===== src/rtl/mlpwm_pkg.sv =====
package mlpwm_pkg;

    localparam int N_BANDS = 4;

    typedef enum logic [2:0] {
        PS_OFF,
        PS_POS,
        PS_POS_PEND,
        PS_NEG,
        PS_NEG_PEND
    } pol_state_t;

    // Level (0..4) to {Sa1,Sb1,Sa2,Sb2}
    function automatic logic [3:0] level_code(input logic [2:0] lvl);
        logic [3:0] code;
        unique case (lvl)
            3'd1:    code = 4'b0101;
            3'd2:    code = 4'b1001;
            3'd3:    code = 4'b0110;
            3'd4:    code = 4'b1010;
            default: code = 4'b0000;
        endcase
        return code;
    endfunction

endpackage


===== src/rtl/mlpwm_carrier.sv =====
module mlpwm_carrier #(
    parameter int PEAK = 400,
    parameter int CW   = $clog2(PEAK + 1)
) (
    input  logic          clk,
    input  logic          rst,
    output logic [CW-1:0] ramp_o
);

    logic          up_q;
    logic [CW-1:0] cnt_q;

    always_ff @(posedge clk) begin
        if (rst) begin
            cnt_q <= '0;
            up_q  <= 1'b1;
        end else if (up_q) begin
            cnt_q <= cnt_q + 1'b1;
            if (cnt_q == CW'(PEAK - 1)) up_q <= 1'b0;
        end else begin
            cnt_q <= cnt_q - 1'b1;
            if (cnt_q == CW'(1)) up_q <= 1'b1;
        end
    end

    assign ramp_o = cnt_q;


    ramp_range_chk: assert property (@(posedge clk) disable iff (rst)
        int'(cnt_q) <= PEAK);


    ramp_step_chk: assert property (@(posedge clk) disable iff (rst)
        !$past(rst) |-> ((int'(cnt_q) == int'($past(cnt_q)) + 1) ||
                         (int'(cnt_q) + 1 == int'($past(cnt_q)))));


    ramp_turn_chk: assert property (@(posedge clk) disable iff (rst)
        (int'(cnt_q) == PEAK) |=> (int'(cnt_q) == PEAK - 1));

endmodule


===== src/rtl/mlpwm_cmp_bank.sv =====
module mlpwm_cmp_bank
    import mlpwm_pkg::*;
#(
    parameter int REF_W = 12,
    parameter int PEAK  = 400,
    parameter int CW    = $clog2(PEAK + 1)
) (
    input  logic             clk,
    input  logic             rst,
    input  logic [REF_W-1:0] mag_i,
    input  logic [CW-1:0]    ramp_i,
    output logic [N_BANDS-1:0] pulse_o,
    output logic [2:0]       level_o
);

    localparam int PW = REF_W + CW + 4;

    logic [PW-1:0] scaled;
    assign scaled = PW'(mag_i) * PW'(N_BANDS * PEAK);

    for (genvar k = 0; k < N_BANDS; k++) begin : g_band
        logic [PW-1:0] carrier;
        assign carrier    = (PW'(k * PEAK) + PW'(ramp_i)) << (REF_W - 1);
        assign pulse_o[k] = (scaled > carrier);
    end

    assign level_o = 3'($countones(pulse_o));


    p_therm_chk: assert property (@(posedge clk) disable iff (rst)
        ((pulse_o & (pulse_o + 1'b1)) == '0));

endmodule


===== src/rtl/mlpwm_pol_fsm.sv =====
module mlpwm_pol_fsm
    import mlpwm_pkg::*;
(
    input  logic clk,
    input  logic rst,
    input  logic neg_i,
    output logic pos_d_o,
    output logic on_d_o,
    output logic pos_q_o,
    output logic on_q_o
);

    pol_state_t st_q, st_d;

    always_ff @(posedge clk) begin
        if (rst) st_q <= PS_OFF;
        else     st_q <= st_d;
    end

    always_comb begin
        st_d = st_q;
        unique case (st_q)
            PS_OFF:      st_d = neg_i ? PS_NEG : PS_POS;
            PS_POS:      st_d = neg_i ? PS_POS_PEND : PS_POS;
            PS_POS_PEND: st_d = neg_i ? PS_NEG : PS_POS;
            PS_NEG:      st_d = neg_i ? PS_NEG : PS_NEG_PEND;
            PS_NEG_PEND: st_d = neg_i ? PS_NEG : PS_POS;
            default:     st_d = PS_OFF;
        endcase
    end

    assign pos_d_o = (st_d == PS_POS) || (st_d == PS_POS_PEND);
    assign on_d_o  = (st_d != PS_OFF);
    assign pos_q_o = (st_q == PS_POS) || (st_q == PS_POS_PEND);
    assign on_q_o  = (st_q != PS_OFF);


    pol_flip_chk: assert property (@(posedge clk) disable iff (rst)
        (on_q_o && $past(on_q_o) && (pos_q_o != $past(pos_q_o))) |->
        (($past(neg_i) == !pos_q_o) && ($past(neg_i, 2) == !pos_q_o)));

endmodule


===== src/rtl/mlpwm_top.sv =====
module mlpwm_top
    import mlpwm_pkg::*;
#(
    parameter int REF_W         = 12,
    parameter int CLK_HZ        = 1_040_000,
    parameter int LINE_HZ       = 50,
    parameter int CARRIER_RATIO = 26
) (
    input  logic                    clk,
    input  logic                    rst,
    input  logic signed [REF_W-1:0] ref_i,
    output logic [3:0]              lvl_gate_o,
    output logic [3:0]              hb_gate_o
);

    localparam int PEAK = CLK_HZ / (CARRIER_RATIO * LINE_HZ * 2);
    localparam int CW   = $clog2(PEAK + 1);

    logic [REF_W-1:0]   ref_u;
    logic [REF_W-1:0]   mag;
    logic [CW-1:0]      ramp;
    logic [N_BANDS-1:0] pulse;
    logic [2:0]         level;
    logic               pos_d, on_d, pos_q, on_q;
    logic [3:0]         lg_d, hb_d;

    assign ref_u = ref_i;
    assign mag   = ref_u[REF_W-1] ? (~ref_u + 1'b1) : ref_u;

    mlpwm_carrier #(.PEAK(PEAK), .CW(CW)) u_carrier (
        .clk    (clk),
        .rst    (rst),
        .ramp_o (ramp)
    );

    mlpwm_cmp_bank #(.REF_W(REF_W), .PEAK(PEAK), .CW(CW)) u_cmp (
        .clk     (clk),
        .rst     (rst),
        .mag_i   (mag),
        .ramp_i  (ramp),
        .pulse_o (pulse),
        .level_o (level)
    );

    mlpwm_pol_fsm u_fsm (
        .clk     (clk),
        .rst     (rst),
        .neg_i   (ref_u[REF_W-1]),
        .pos_d_o (pos_d),
        .on_d_o  (on_d),
        .pos_q_o (pos_q),
        .on_q_o  (on_q)
    );

    // Output decode for the state entered at this edge
    always_comb begin
        if (!on_d) begin
            lg_d = 4'b0000;
            hb_d = 4'b0000;
        end else if (level == 3'd0) begin
            lg_d = 4'b0000;
            hb_d = pos_d ? 4'b1010 : 4'b0101;
        end else begin
            lg_d = level_code(level);
            hb_d = pos_d ? 4'b1100 : 4'b0011;
        end
    end

    always_ff @(posedge clk) begin
        if (rst) begin
            lvl_gate_o <= 4'b0000;
            hb_gate_o  <= 4'b0000;
        end else begin
            lvl_gate_o <= lg_d;
            hb_gate_o  <= hb_d;
        end
    end


    sub_excl_chk: assert property (@(posedge clk) disable iff (rst)
        !(lvl_gate_o[3] && lvl_gate_o[2]) && !(lvl_gate_o[1] && lvl_gate_o[0]));


    leg_hold_chk: assert property (@(posedge clk) disable iff (rst)
        ((hb_gate_o[3] != $past(hb_gate_o[3])) || (hb_gate_o[0] != $past(hb_gate_o[0])))
        |-> ((pos_q != $past(pos_q)) || !$past(on_q)));


    gate_count_chk: assert property (@(posedge clk) disable iff (rst)
        ($countones({lvl_gate_o, hb_gate_o}) <= 4) &&
        (!on_q || ($countones(hb_gate_o) == 2)));


    freewheel_chk: assert property (@(posedge clk) disable iff (rst)
        on_q |-> ((lvl_gate_o == 4'b0000) ==
                  ((hb_gate_o == 4'b1010) || (hb_gate_o == 4'b0101))));

endmodule


===== config.mk =====
export PLATFORM = sky130hd
export DESIGN_NAME = mlpwm_top
export DESIGN_NICKNAME = d
export VERILOG_FILES = /design/src/rtl/mlpwm_pkg.sv /design/src/rtl/mlpwm_carrier.sv /design/src/rtl/mlpwm_cmp_bank.sv /design/src/rtl/mlpwm_pol_fsm.sv /design/src/rtl/mlpwm_top.sv
export SDC_FILE = /design/constraint.sdc
export NUM_CORES = 1
export LEC_CHECK = 0
export ABC_AREA = 0
export BUFFER_PORTS_ARGS = -buffer_cell sky130_fd_sc_hd__buf_2
export CORE_ASPECT_RATIO = 0.75
export CORE_MARGIN = 2
export CORE_UTILIZATION = 55
export CTS_BUF_LIST = sky130_fd_sc_hd__clkbuf_16
export DETAILED_ROUTE_END_ITERATION = 10
export GPL_ROUTABILITY_DRIVEN = 0
export PLACE_DENSITY = 0.76
export SYNTH_ARGS = -nofsm -noshare
export SYNTH_HDL_FRONTEND = slang
export SYNTH_SLANG_ARGS = --single-unit

===== constraint.sdc =====
create_clock -name clk -period 6.9 [get_ports clk]
set_clock_uncertainty 0.1 [all_clocks]
set_input_delay 1.035 -clock clk [delete_from_list [all_inputs] [get_ports clk]]
set_output_delay 1.035 -clock clk [all_outputs]
set_load 0.02 [all_outputs]

==> Word level (Yosys, flattened, before mapping) <==
Cells that the tools add are included.
{ "word_totals": {"reg_bits": 21, "latch_bits": 0, "ramBits": 0, "mem_bits_ro": 0, "inputBits": 14, "out_inout_bits": 8, "word_cells": 53, "memories": 0} }
{ "op_classes": {"addsub": 9, "mul": 1, "n_div": 0, "order_cmp": 4, "eq_ne": 12, "shifts": 0, "mux": 13, "bitwise_logic": 2, "n_reduce_logical": 7} }
{ "ops": {"columns": ["cell", "count"], "rows": [
  ["> comparator 23 x 25 -> 1 bit", 3],
  ["> comparator 23 x 20 -> 1 bit", 1],
  ["multiplier 12 x 5 -> 17 bit (second input constant)", 1],
  ["one-hot mux 4 bit (4 select lines)", 1],
  ["equality test 3 x 2 -> 1 bit (second input constant)", 5],
  ["adder 11 x 9 -> 12 bit (first input constant)", 1],
  ["adder 12 x 1 -> 12 bit (second input constant)", 1],
  ["2-to-1 mux 12 bit", 1],
  ["2-to-1 mux 4 bit", 3],
  ["NOT 12 bit", 1],
  ["adder 10 x 9 -> 11 bit (first input constant)", 1],
  ["adder 9 x 9 -> 10 bit (first input constant)", 1],
  ["adder 9 x 1 -> 9 bit (second input constant)", 1],
  ["equality test 3 x 1 -> 1 bit (second input constant)", 3],
  ["equality test 9 x 1 -> 1 bit (second input constant)", 1],
  ["equality test 9 bit (second input constant)", 1],
  ["2-to-1 mux 9 bit", 1],
  ["one-hot mux 3 bit (3 select lines)", 1],
  ["subtractor 9 x 1 -> 9 bit (second input constant)", 1],
  ["equality test 3 bit (second input constant)", 2],
  ["zero test 3 bit", 2],
  ["OR reduction 3 bit", 2],
  ["adder 1 x 1 -> 2 bit", 2],
  ["2-to-1 mux 2 bit", 2],
  ["7 further kinds", 9]
]} }

==> Longest topological paths before layout <==
Gate-level depths: netlist of run 1.
{ "logic_depth": {"depth_word": 9, "ltp_mapped": 31, "mapped_depth_nobuf": 31} }

==> Modules after synthesis <==
A second synthesis of run 1 with hierarchy kept.
{ "hier_totals": {"hier_cells": 393, "area_unflattened_um2": 3380.7} }
{ "by_module_without_submodules": {"columns": ["mod", "n_inst", "cells_per_inst", "area_each_um2", "seq_area_each_um2"], "rows": [
  ["mlpwm_cmp_bank", 1, 255, 2135.8, 0.0],
  ["mlpwm_carrier", 1, 62, 566.8, 200.2],
  ["mlpwm_top", 1, 59, 516.7, 160.2],
  ["mlpwm_pol_fsm", 1, 17, 161.4, 60.1]
]} }

==> Worst setup path before layout of run 1 <==
Ideal clock, no wire load.
{ "synth_path": {"path_type": "in2reg", "start": "in ref_i[0]", "end": "reg lvl_gate_o[1]", "setup_time_ns": 0.070, "arrival_ns": 7.071, "required_time_ns": 6.730, "setup_slack_ns": -0.341, "stages": 28, "n_path_buf": 0, "cell_sequence": "inv_1 -> ha_1 -> nand2_1 -> o31ai_1 -> nand2_1 -> xnor2_1 -> inv_1 -> ha_1 -> ha_1 -> inv_1 -> fa_1 -> inv_1 -> ha_1 -> o21a_1 -> nor2_1 -> a31oi_4 -> xnor2_2 -> inv_4 -> ha_1 -> nand2_1 -> or4bb_1 -> a2111oi_2 -> fa_1 -> inv_1 -> ha_1 -> ha_1 -> or3b_2 -> a21oi_1"} }
{ "synth_between": {"elab_chain_len": 9, "elab_cells_between_ends": 18, "classes_between": "add/sub (4); mul (1); order compare (4); eq/ne (4); mux (2); bitwise (1); reduce/logical (2)"} }
{ "synth_lines": {"columns": ["item", "line", "text"], "rows": [
  ["from (decl)", "mlpwm_top.sv:11", "input logic signed [REF_W-1:0] ref_i,"],
  ["NOT 12 bit", "mlpwm_top.sv:28", "assign mag = ref_u[REF_W-1] ? (~ref_u + 1'b1) : ref_u;"],
  ["adder 12 x 1 -> 12 bit", "mlpwm_top.sv:28", null],
  ["2-to-1 mux 12 bit *", "mlpwm_top.sv:28", null],
  ["multiplier 12 x 5 -> 17 bit *", "mlpwm_cmp_bank.sv:19", "assign scaled = PW'(mag_i) * PW'(N_BANDS * PEAK);"],
  ["> comparator 23 x 25 -> 1 bit or > comparator 23 x 20 -> 1 bit (tied branches)", "mlpwm_cmp_bank.sv:24", "assign pulse_o[k] = (scaled > carrier);"],
  ["adder 1 x 1 -> 2 bit (not written as such)", "mlpwm_cmp_bank.sv:27", "assign level_o = 3'($countones(pulse_o));"],
  ["adder 2 x 2 -> 3 bit (not written as such) *", "mlpwm_cmp_bank.sv:27", null],
  ["equality test 3 bit, or another cell as far along", "mlpwm_pkg.sv:16", "unique case (lvl)"],
  ["one-hot mux 4 bit (4 select lines) or OR reduction 3 bit (tied branches)", null, null],
  ["to (signal assigned)", "mlpwm_top.sv:74", "lvl_gate_o <= lg_d;"],
  ["to (decl)", "mlpwm_top.sv:12", "output logic [3:0] lvl_gate_o,"]
]} }
Every way passes the cells marked *; elsewhere a longest branch is shown, timed or not.
A chain may end at the register's enable or synchronous reset.

==> Final worst setup path of run 1 <==
{ "layout_path": {"start": "in ref_i[1]", "end": "reg lvl_gate_o[0]"} }
Same word-level chain as after synthesis.

==> results of run 1 <==
## Yosys cell counts, drive strengths merged (6+ instances only)
cell type / instances / share of area (%)
clkbuf: 8 / 0.94
o21ai: 14 / 2.2
a21oi: 22 / 3.4
nand2: 21 / 2.5
nor3: 6 / 0.94
nor2: 29 / 3.4
inv: 46 / 5.5
xnor2: 43 / 12
dfxtp: 21 / 13
nand3: 7 / 1.1
fa: 7 / 4.4
or3: 6 / 1.2
xor2: 6 / 1.6
ha: 76 / 30
## layout by cell type, fill, tap and decap left out, types with 9 or more instances in the layout
master / instances
nor2_1: 25
nand2_1: 17
xnor2_1: 26
dfxtp_1: 21
o21ai_0: 9
ha_1: 60
ha_4: 15
buf_4: 68
buf_2: 20
inv_1: 39
a21oi_1: 18
xnor2_2: 16
## per-stage QoR
step | setup WS, ns | instances | hold slack (ns) | cell area (um2) | util (%)
6_report | -0.261 | 549 | 0.426 | 4520 | 79.2
5_1_grt | -0.370 | 549 | 0.447 | 4520 | 79.2
4_1_cts | 0.00185 | 546 | 0.413 | 4200 | 73.5
3_5_place_dp | -0.446 | 538 | 0.400 | 3930 | 68.9
3_3_place_gp | -0.284 | 538 | 0.371 | 3930 | 68.9
2_1_floorplan | 0.00298 | 384 | 0.350 | 3290 | -
## flip-flops by register name (all words and copies together), names as in the netlist
signal	cells
lvl_gate_o	4
u_fsm.st_q	3
u_carrier.up_q	1
u_carrier.ramp_o	9
hb_gate_o	4
## logic make-up (layout without fill, tap and decap cells)
logic type | after synthesis | count (layout) | share of synthesized area, %
AO/OA/AOI/OAI | 73 | 73 | 15.8
XOR/XNOR | 49 | 49 | 13.9
adder cells (fa/ha/maj) | 83 | 83 | 34.1
buffers and inverters | 55 | 142 | 6.53
flip-flops | 21 | 21 | 13.1
multiplexers | 1 | 1 | 0.313
AND/OR/NAND/NOR | 102 | 102 | 16.2
## worst max path at each step
stage,endpoint,depth (start not counted)
6_report,lvl_gate_o[0],27
3_5_place_dp,lvl_gate_o[1],32
3_3_place_gp,lvl_gate_o[1],29
5_1_grt,hb_gate_o[1],28
2_1_floorplan,lvl_gate_o[1],28
4_1_cts,lvl_gate_o[1],29
## layer usage
layer / vias up / share of wire (%) / global-route usage, %
met5: - / 0 / 0
met4: 0 / 5.4 / 4.64
met3: 64 / 6.7 / 3.78
met2: 190 / 48 / 44.1
met1: 1594 / 40 / 33.0
li1: 1512 / - / -
## what timing repair did
| item | 4_1_cts | 5_1_grt |
|---|---|---|
| pin swaps | 26 | 37 |
| buffers inserted | 4 | 3 |
| resized for setup | 29 | 50 |
| endpoints found under the setup margin | 3 | 6 |
## area by class of cell
type | instances | area, um2 | share of cell area, %
clock buffers | 3 | 75.1 | 1.66
clock inverters | 1 | 7.51 | 0.166
inverters | 47 | 184 | 4.07
multi-input cells | 308 | 3090 | 68.4
flip-flops and latches | 21 | 420 | 9.30
well taps | 78 | 97.6 | 2.16
repair buffers | 91 | 644 | 14.3
## worst register-to-register path, delay by kind of cell (launching register included)
family,cells,cell delay [ns]
AO/OA/AOI/OAI,1,0.36
XOR/XNOR,1,0.22
adder cells (fa/ha/maj),4,1.23
buffers and inverters,4,0.59
flip-flops,1,0.49
AND/OR/NAND/NOR,4,1.08
==> impl_metrics.csv, run 1 <==
group,metric,value,unit
outcome,status,"finished with violations",
outcome,failed_checks,"negative setup slack",
min_path,min_path_type,"reg -> reg",
worst_setup_path,crit_path_top_delay_cell,"or4bb_1",
sta,final-max-slew-violation-count,0,
drt,routed_wl,10900,um
synthesis,synthFlopType,"dfxtp_1",
worst_setup_path,worstPathMaxFanout,4,
layout,drive_gt1_share,37.2,%
layout,antenna_cells,0,
synthesis,synth_edf_count,0,
min_path,hold_path_end,"u_fsm.st_q[2]",
drt,viasPerCell,6.12,
synthesis,synthCells,384,
drt,wire_per_inst,19.8,um
sta,slew_headroom,57.7,%
sta,post-route-period-util,104,%
worst_setup_path,max_stage_delay,0.57,ns
worst_setup_path,rrSetupSlack,2.68,ns
run,maxCapViolations,0,
drt,first_iter_violations,277,
sta,fin_ws,-0.261,ns
place,port_buffers,21,
sta,period_needed,7.16,ns
global_route,global_route.usage.total,25.1,%
sta,max_slew.worst_pin.slew,0.630,ns
sta,tns,-1.12,ns
clocking,root_buffer,"clkbuf_16",
synthesis,yosysSeqAreaShare,13.1,%
floorplanning,coreArea,5710,um2
drt,vias,3360,
place,place_hpwl,6270,um
synthesis,syn_area_per_cell,8.33,um2
clocking,htreeDepth,1,
clocking,postCtsHoldBufs,0,
global_route,antenna_found_initial,0,
min_path,min_path_cells,2,
synthesis,syn_nets,481,
synthesis,syn-cell-area,3200,um2
min_path,min_from,"u_fsm.st_q[1]",
floorplanning,die-area,6450,um2
synthesis,synth_seq_cells,21,
worst_setup_path,path_buf_inv,6,
worst_setup_path,worst-endpoint-arrival,7.18,ns
worst_setup_path,r2r-end,"lvl_gate_o[0]",
clocking,clk_pin_slew,0.06,ns
synthesis,synth-async-reset-ratio,0,%
global_route,grt_max_degree,14,
floorplanning,initial_core_util,56.1,%
worst_setup_path,crit_start,"ref_i[1]",
global_route,grt.overflow.total,0,
floorplanning,die_x,92.1,um
floorplanning,fp-row-count,24,
drt,dr.pass1.iters,5,
worst_setup_path,crit_type,"in -> reg",
layout,nets,569,
worst_setup_path,crit_path_start_kind,"input pin",
clocking,clock-sinks,21,
worst_setup_path,reg2reg_depth,14,
clocking,cts_tree,"yes",
clocking,insertion_delay,0.26,ns
global_route,grt_pass1_wl,13300,um
worst_setup_path,setup.worst_path.end_class,"flop",
sta,timing.final.hold_violations,0,
clocking,clk_path_buf_depth,2,
drt,drc,0,
floorplanning,num_io_pins,22,
synthesis,synth.distinct_cells,55,
worst_setup_path,cp.required,6.92,ns
layout,n_fill_cell,291,
drt,drtAntennaViolNets,0,
worst_setup_path,crit_family,"adder cells",
synthesis,yosys_warnings,0,
worst_setup_path,r2r-start,"u_carrier.ramp_o[4]",
sta,max_freq,0.140,GHz
floorplanning,die_h,70.1,um
global_route,grt_pass1_vias,3050,
sta,setup_viol,5,
clocking,numCtsBuffers,3,
layout,syn_to_final_growth,41.2,%
Power of run 1 is left out: the tool's default activity adds up to more than one toggle a clock period on the data nets, which glitch-free logic cannot reach.
==> inputs of run 2 (changes only) <==
--- a/config.mk
+++ b/config.mk
@@ -13,6 +13,7 @@
 export CTS_BUF_LIST = sky130_fd_sc_hd__clkbuf_16
 export DETAILED_ROUTE_END_ITERATION = 10
 export GPL_ROUTABILITY_DRIVEN = 0
+export MAX_ROUTING_LAYER = met4
 export PLACE_DENSITY = 0.76
 export SYNTH_ARGS = -nofsm -noshare
 export SYNTH_HDL_FRONTEND = slang
==> run 2 against run 1 <==
Effect of this change:
- the flow still finishes with violations (negative setup slack)
- register-to-register slack lost 0.02 ns
- sequential share of layout area is the same
- worst setup slack lost 0.00064 ns
- fmax is essentially flat
- critical path depth is the same
- highest routed layer unchanged
- routed wire length is essentially flat
- final area is the same
- cell count is the same
- hold slack gained 0.0038 ns
- die area is the same
==> impl_metrics.csv, run 2 (synthesized netlist as in run 1, its figures left out) <==
group,metric,value,unit
sta,timing.final.hold_violations,0,
global_route,antenna_found_initial,0,
worst_setup_path,crit_path_top_delay_cell,"or4bb_1",
layout,nets,569,
clocking,postCtsHoldBufs,0,
drt,drc,0,
worst_setup_path,r2r-end,"lvl_gate_o[0]",
sta,setup_viol,5,
worst_setup_path,setup.worst_path.end_class,"flop",
sta,tns,-0.932,ns
worst_setup_path,crit_path_start_kind,"input pin",
floorplanning,coreArea,5710,um2
worst_setup_path,worst-endpoint-arrival,7.21,ns
layout,multi_input_area,3090,um2
layout,syn_to_final_growth,41.2,%
layout,largest_reg_flops,9,
layout,drive_gt1_share,37.2,%
drt,wire_per_inst,19.8,um
global_route,grt.overflow.total,0,
layout,final_cell_mix,"buf_4 (68), ha_1 (60), inv_1 (39)",
outcome,status,"finished with violations",
drt,viasPerCell,6.16,
worst_setup_path,reg2reg_depth,14,
drt,vias,3382,
worst_setup_path,cp-endpoint,"lvl_gate_o[0]",
floorplanning,initial_core_util,56.1,%
layout,final_common_cell,"buf_4",
outcome,failed_checks,"negative setup slack",
clocking,insertion_delay,0.26,ns
floorplanning,die_x,92.1,um
clocking,clk_path_buf_depth,2,
place,place_hpwl,6270,um
layout,n_fill_cell,291,
sta,final-max-slew-violation-count,0,
clocking,root_buffer,"clkbuf_16",
floorplanning,die-area,6450,um2
global_route,grt_max_degree,14,
global_route,global_route.usage.total,25.8,%
min_path,min_path_type,"reg -> reg",
sta,max_slew.worst_pin.slew,0.613,ns
drt,dr.pass1.iters,4,
clocking,numCtsBuffers,3,
clocking,htreeDepth,1,
drt,drtAntennaViolNets,0,
sta,max_freq,0.140,GHz
worst_setup_path,rrSetupSlack,2.66,ns
sta,post-route-period-util,104,%
floorplanning,die_h,70.1,um
layout,regArea,420,um2
run,maxCapViolations,0,
clocking,clk_pin_slew,0.06,ns
clocking,cts_tree,"yes",
global_route,grt_pass1_wl,13300,um
worst_setup_path,worstPathMaxFanout,4,
worst_setup_path,crit_start,"ref_i[1]",
place,port_buffers,21,
sta,fin_ws,-0.262,ns
floorplanning,num_io_pins,22,
sta,slew_headroom,58.8,%
floorplanning,fp-row-count,24,
worst_setup_path,cp.required,6.95,ns
sta,period_needed,7.16,ns
drt,first_iter_violations,290,
clocking,clock-sinks,21,
drt,routed_wl,10900,um
worst_setup_path,max_stage_delay,0.56,ns
global_route,grt_pass1_vias,3047,
layout,antenna_cells,0,
worst_setup_path,crit_type,"in -> reg",
worst_setup_path,r2r-start,"u_carrier.ramp_o[4]",
==> run 2: cell counts in the layout (fill, tap and decap cells not counted) <==
Identical to the previous run, type by type.
==> run 2: how the worst min path moves through the flow <==
stage	startpoint	end	cells after the start
6_report	u_fsm.st_q[1]	u_fsm.st_q[2]	2
5_1_grt	u_fsm.st_q[1]	u_fsm.st_q[2]	2
4_1_cts	u_fsm.st_q[1]	u_fsm.st_q[2]	2
3_5_place_dp	u_fsm.st_q[1]	u_fsm.st_q[2]	2
3_3_place_gp	u_fsm.st_q[1]	u_fsm.st_q[2]	2
2_1_floorplan	u_fsm.st_q[1]	u_fsm.st_q[2]	2
==> run 2: critical path, delay by kind of cell <==
family	cells	cell delay (ns)
fa+ha+maj	8	2.34
simple gates	6	1.53
buf+inv	6	0.90
compound gates	3	0.73
xor+xnor	4	0.66
==> run 2: area by class of cell <==
cell class / count / area share, %
Inverter: 47 / 4.07
Clock inverter: 1 / 0.166
Tap cell: 78 / 2.16
Multi-Input combinational cell: 308 / 68.4
Timing Repair Buffer: 91 / 14.3
Clock buffer: 3 / 1.66
Sequential cell: 21 / 9.30
==> run 2: layer usage <==
layer | vias up | routed length (um) | global-route usage [%]
li1 | 1509 | - | -
met1 | 1614 | 4300 | 33.0
met2 | 196 | 5250 | 44.1
met3 | 63 | 756 | 3.78
met4 | 0 | 575 | 4.64
met5 | - | 0 | -
==> run 2: metrics by stage <==
stage	hold slack [ns]	util, %	worst slack [ns]	cells	area (um2)
2_1_floorplan	0.350	-	0.00298	384	3290
3_3_place_gp	0.371	68.9	-0.284	538	3930
3_5_place_dp	0.400	68.9	-0.446	538	3930
4_1_cts	0.413	73.5	0.00185	546	4200
5_1_grt	0.447	79.2	-0.408	549	4520
6_report	0.429	79.2	-0.262	549	4520
==> run 2: what timing repair did <==
| item | in CTS | in global routing |
|---|---|---|
| gates resized for setup | 29 | 50 |
| buffers inserted | 4 | 3 |
| endpoints found under the setup margin | 3 | 6 |
| pin swaps | 26 | 37 |
Power of run 2 is left out for the same reason.
==> inputs of run 3 (changes only) <==
--- a/config.mk
+++ b/config.mk
@@ -9,12 +9,11 @@
 export BUFFER_PORTS_ARGS = -buffer_cell sky130_fd_sc_hd__buf_2
 export CORE_ASPECT_RATIO = 0.75
 export CORE_MARGIN = 2
-export CORE_UTILIZATION = 55
+export CORE_UTILIZATION = 35
 export CTS_BUF_LIST = sky130_fd_sc_hd__clkbuf_16
 export DETAILED_ROUTE_END_ITERATION = 10
 export GPL_ROUTABILITY_DRIVEN = 0
 export MAX_ROUTING_LAYER = met4
-export PLACE_DENSITY = 0.76
 export SYNTH_ARGS = -nofsm -noshare
 export SYNTH_HDL_FRONTEND = slang
 export SYNTH_SLANG_ARGS = --single-unit
==> constraint.sdc (replaced) <==
create_clock -name clk -period 8.4 [get_ports clk]
set_clock_uncertainty 0.1 [all_clocks]
set_input_delay 1.26 -clock clk [delete_from_list [all_inputs] [get_ports clk]]
set_output_delay 1.26 -clock clk [all_outputs]
set_load 0.02 [all_outputs]
==> run 3 against run 2 <==
Effect of this change:
- the flow now finishes without violations
- via count decreased by 22%
- worst setup slack improved by 0.73 ns
- sequential cell count unchanged
- first-iteration DRC count decreased by 59%
- die area increased by 54%
- sequential share of layout area increased by 2.7 points
- cell count decreased by 6.4%
- clock-buffer cell count unchanged
- global-route usage decreased by 12 points
- core utilization decreased by 40 points
- final area decreased by 22%
- highest routed layer unchanged
==> impl_metrics.csv, run 3 (synthesized netlist as in run 1, its figures left out) <==
group,metric,value,unit
worst_setup_path,reg2reg_depth,16,
global_route,grt_pass1_wl,11300,um
worst_setup_path,cpMostUsedCell,"ha_1",
power_and_ir_drop,power.internal,0.695,mW
global_route,antenna_found_initial,0,
clocking,root_buffer,"clkbuf_16",
power_and_ir_drop,p_switching,0.663,mW
global_route,grt_pass1_vias,2385,
sta,post-route-period-util,94.4,%
worst_setup_path,worstPathMaxFanout,5,
floorplanning,num_io_pins,22,
drt,wire_per_inst,13.0,um
clocking,htreeDepth,1,
floorplanning,die-area,9930,um2
layout,largest_reg_flops,9,
global_route,grt.overflow.total,0,
drt,drc,0,
worst_setup_path,crit_path_start_kind,"input pin",
sta,setup_viol,0,
place,port_buffers,21,
drt,viasPerCell,5.15,
worst_setup_path,worst-endpoint-arrival,8.00,ns
layout,nets,500,
place,dp_cells,510,
sta,slew_headroom,58.1,%
power_and_ir_drop,peakVddDrop,0.000199,V
drt,dr.pass1.iters,4,
worst_setup_path,crit_path_top_delay_cell,"a2111oi_0",
layout,drive_gt1_share,9.45,%
drt,first_iter_violations,118,
clocking,clock-sinks,21,
drt,vias,2647,
drt,drtAntennaViolNets,0,
sta,rsz0062_at_grt,"no",
min_path,min_path_cells,2,
sta,max_freq,0.126,GHz
clocking,postCtsHoldBufs,0,
place,place_hpwl,5670,um
sta,max_slew.worst_pin.slew,0.625,ns
min_path,min_path_type,"reg -> reg",
global_route,grt_max_degree,15,
layout,regArea,420,um2
layout,design_area,3510,um2
run,maxCapViolations,0,
worst_setup_path,cp.required,8.48,ns
sta,period_needed,7.93,ns
layout,syn_to_final_growth,9.62,%
worst_setup_path,max_stage_delay,0.53,ns
sta,final-max-slew-violation-count,0,
power_and_ir_drop,pwr-share-seq,9.2,%
global_route,global_route.usage.total,14.3,%
sta,tns,0,ns
layout,antenna_cells,0,
power_and_ir_drop,p_per_area,387,nW/um2
worst_setup_path,setup.worst_path.end_class,"flop",
clocking,clk_pin_slew,0.05,ns
layout,final_cell_mix,"ha_1 (76), inv_1 (45), xnor2_1 (41)",
drt,routed_wl,6670,um
clocking,numCtsBuffers,3,
layout,multi_input_area,2580,um2
sta,timing.final.hold_violations,0,
power_and_ir_drop,pwr-share-clk,7.2,%
power_and_ir_drop,p_comb_share,83.6,%
power_and_ir_drop,p_leak,1.65,nW
worst_setup_path,crit_type,"in -> reg",
floorplanning,die_h,86.8,um
floorplanning,initial_core_util,35.7,%
layout,n_fill_cell,920,
layout,finalNonFillerCells,514,
clocking,clk_path_buf_depth,2,
clocking,cts_tree,"yes",
clocking,insertion_delay,0.25,ns
floorplanning,coreArea,8970,um2
place,place_area,3420,um2
power_and_ir_drop,switching_share,48.8,%
floorplanning,die_x,114,um
floorplanning,fp-row-count,30,
layout,final_common_cell,"ha_1",
outcome,status,"completed",
-- run 3: cell types whose count changed in the layout (fill, tap and decap cells not counted), sizes merged --
cell      delta
clkinvlp     -1
buf         -69
clkinv       +1
-- run 3: final cells by class --
cell class                 instances  area share (%)
inverter                          47            5.10
clock inverter                     1           0.143
multi-input combinational        308            73.4
tap                              112            3.99
sequential                        21            12.0
clock buffer                       3            2.14
timing repair buffer              22            3.21
-- run 3: worst max-delay path, delay by kind of cell --
kind                     cells  cell delay (ns)
adder cells (fa/ha/maj)      9             2.83
AO/OA/AOI/OAI                8             1.90
buffers and inverters        7             0.72
AND/OR/NAND/NOR              4             0.67
XOR/XNOR                     2             0.60
-- run 3: worst paths after layout --
check / from / end / slack [ns]
setup / recovery: ref_i[0] / lvl_gate_o[1] / 0.47
setup reg to reg: u_carrier.ramp_o[4] / lvl_gate_o[1] / 3.97
hold / removal: u_fsm.st_q[1] / u_fsm.st_q[2] / 0.38
hold reg to reg: u_fsm.st_q[1] / u_fsm.st_q[2] / 0.38
-- run 3: layer usage --
layer	global-route usage (%)	up-vias	share of wire (%)
li1	-	1376	-
met1	21.8	1220	56
met4	3.22	0	0.88
met2	20.2	46	40
met5	-	-	0
met3	1.19	5	3.1
-- run 3: repair_timing --
item	in CTS	in global routing
endpoints found under the setup margin	0	2
resized for setup	0	1
setup buffers	0	0
-- run 3: power groups by stage --
stage	logic [mW]	clock network, mW	registers (mW)
2_1_floorplan	0.892	0	0.139
3_3_place_gp	1.11	0	0.126
3_5_place_dp	1.12	0	0.127
4_1_cts	1.13	0.101	0.125
5_1_grt	1.29	0.104	0.126
6_report	1.13	0.0984	0.125
-- run 3: through the flow --
stage / total power, mW / hold WS [ns] / util (%) / setup WS [ns]
4_1_cts: 1.36 / 0.386 / 39.1 / 0.421
2_1_floorplan: 1.03 / 0.350 / - / 0.934
3_3_place_gp: 1.23 / 0.369 / 38.2 / 0.311
5_1_grt: 1.52 / 0.408 / 39.1 / 0.0548
3_5_place_dp: 1.25 / 0.378 / 38.2 / 0.219
6_report: 1.36 / 0.383 / 39.1 / 0.473
(Power assumes the default switching activity.)
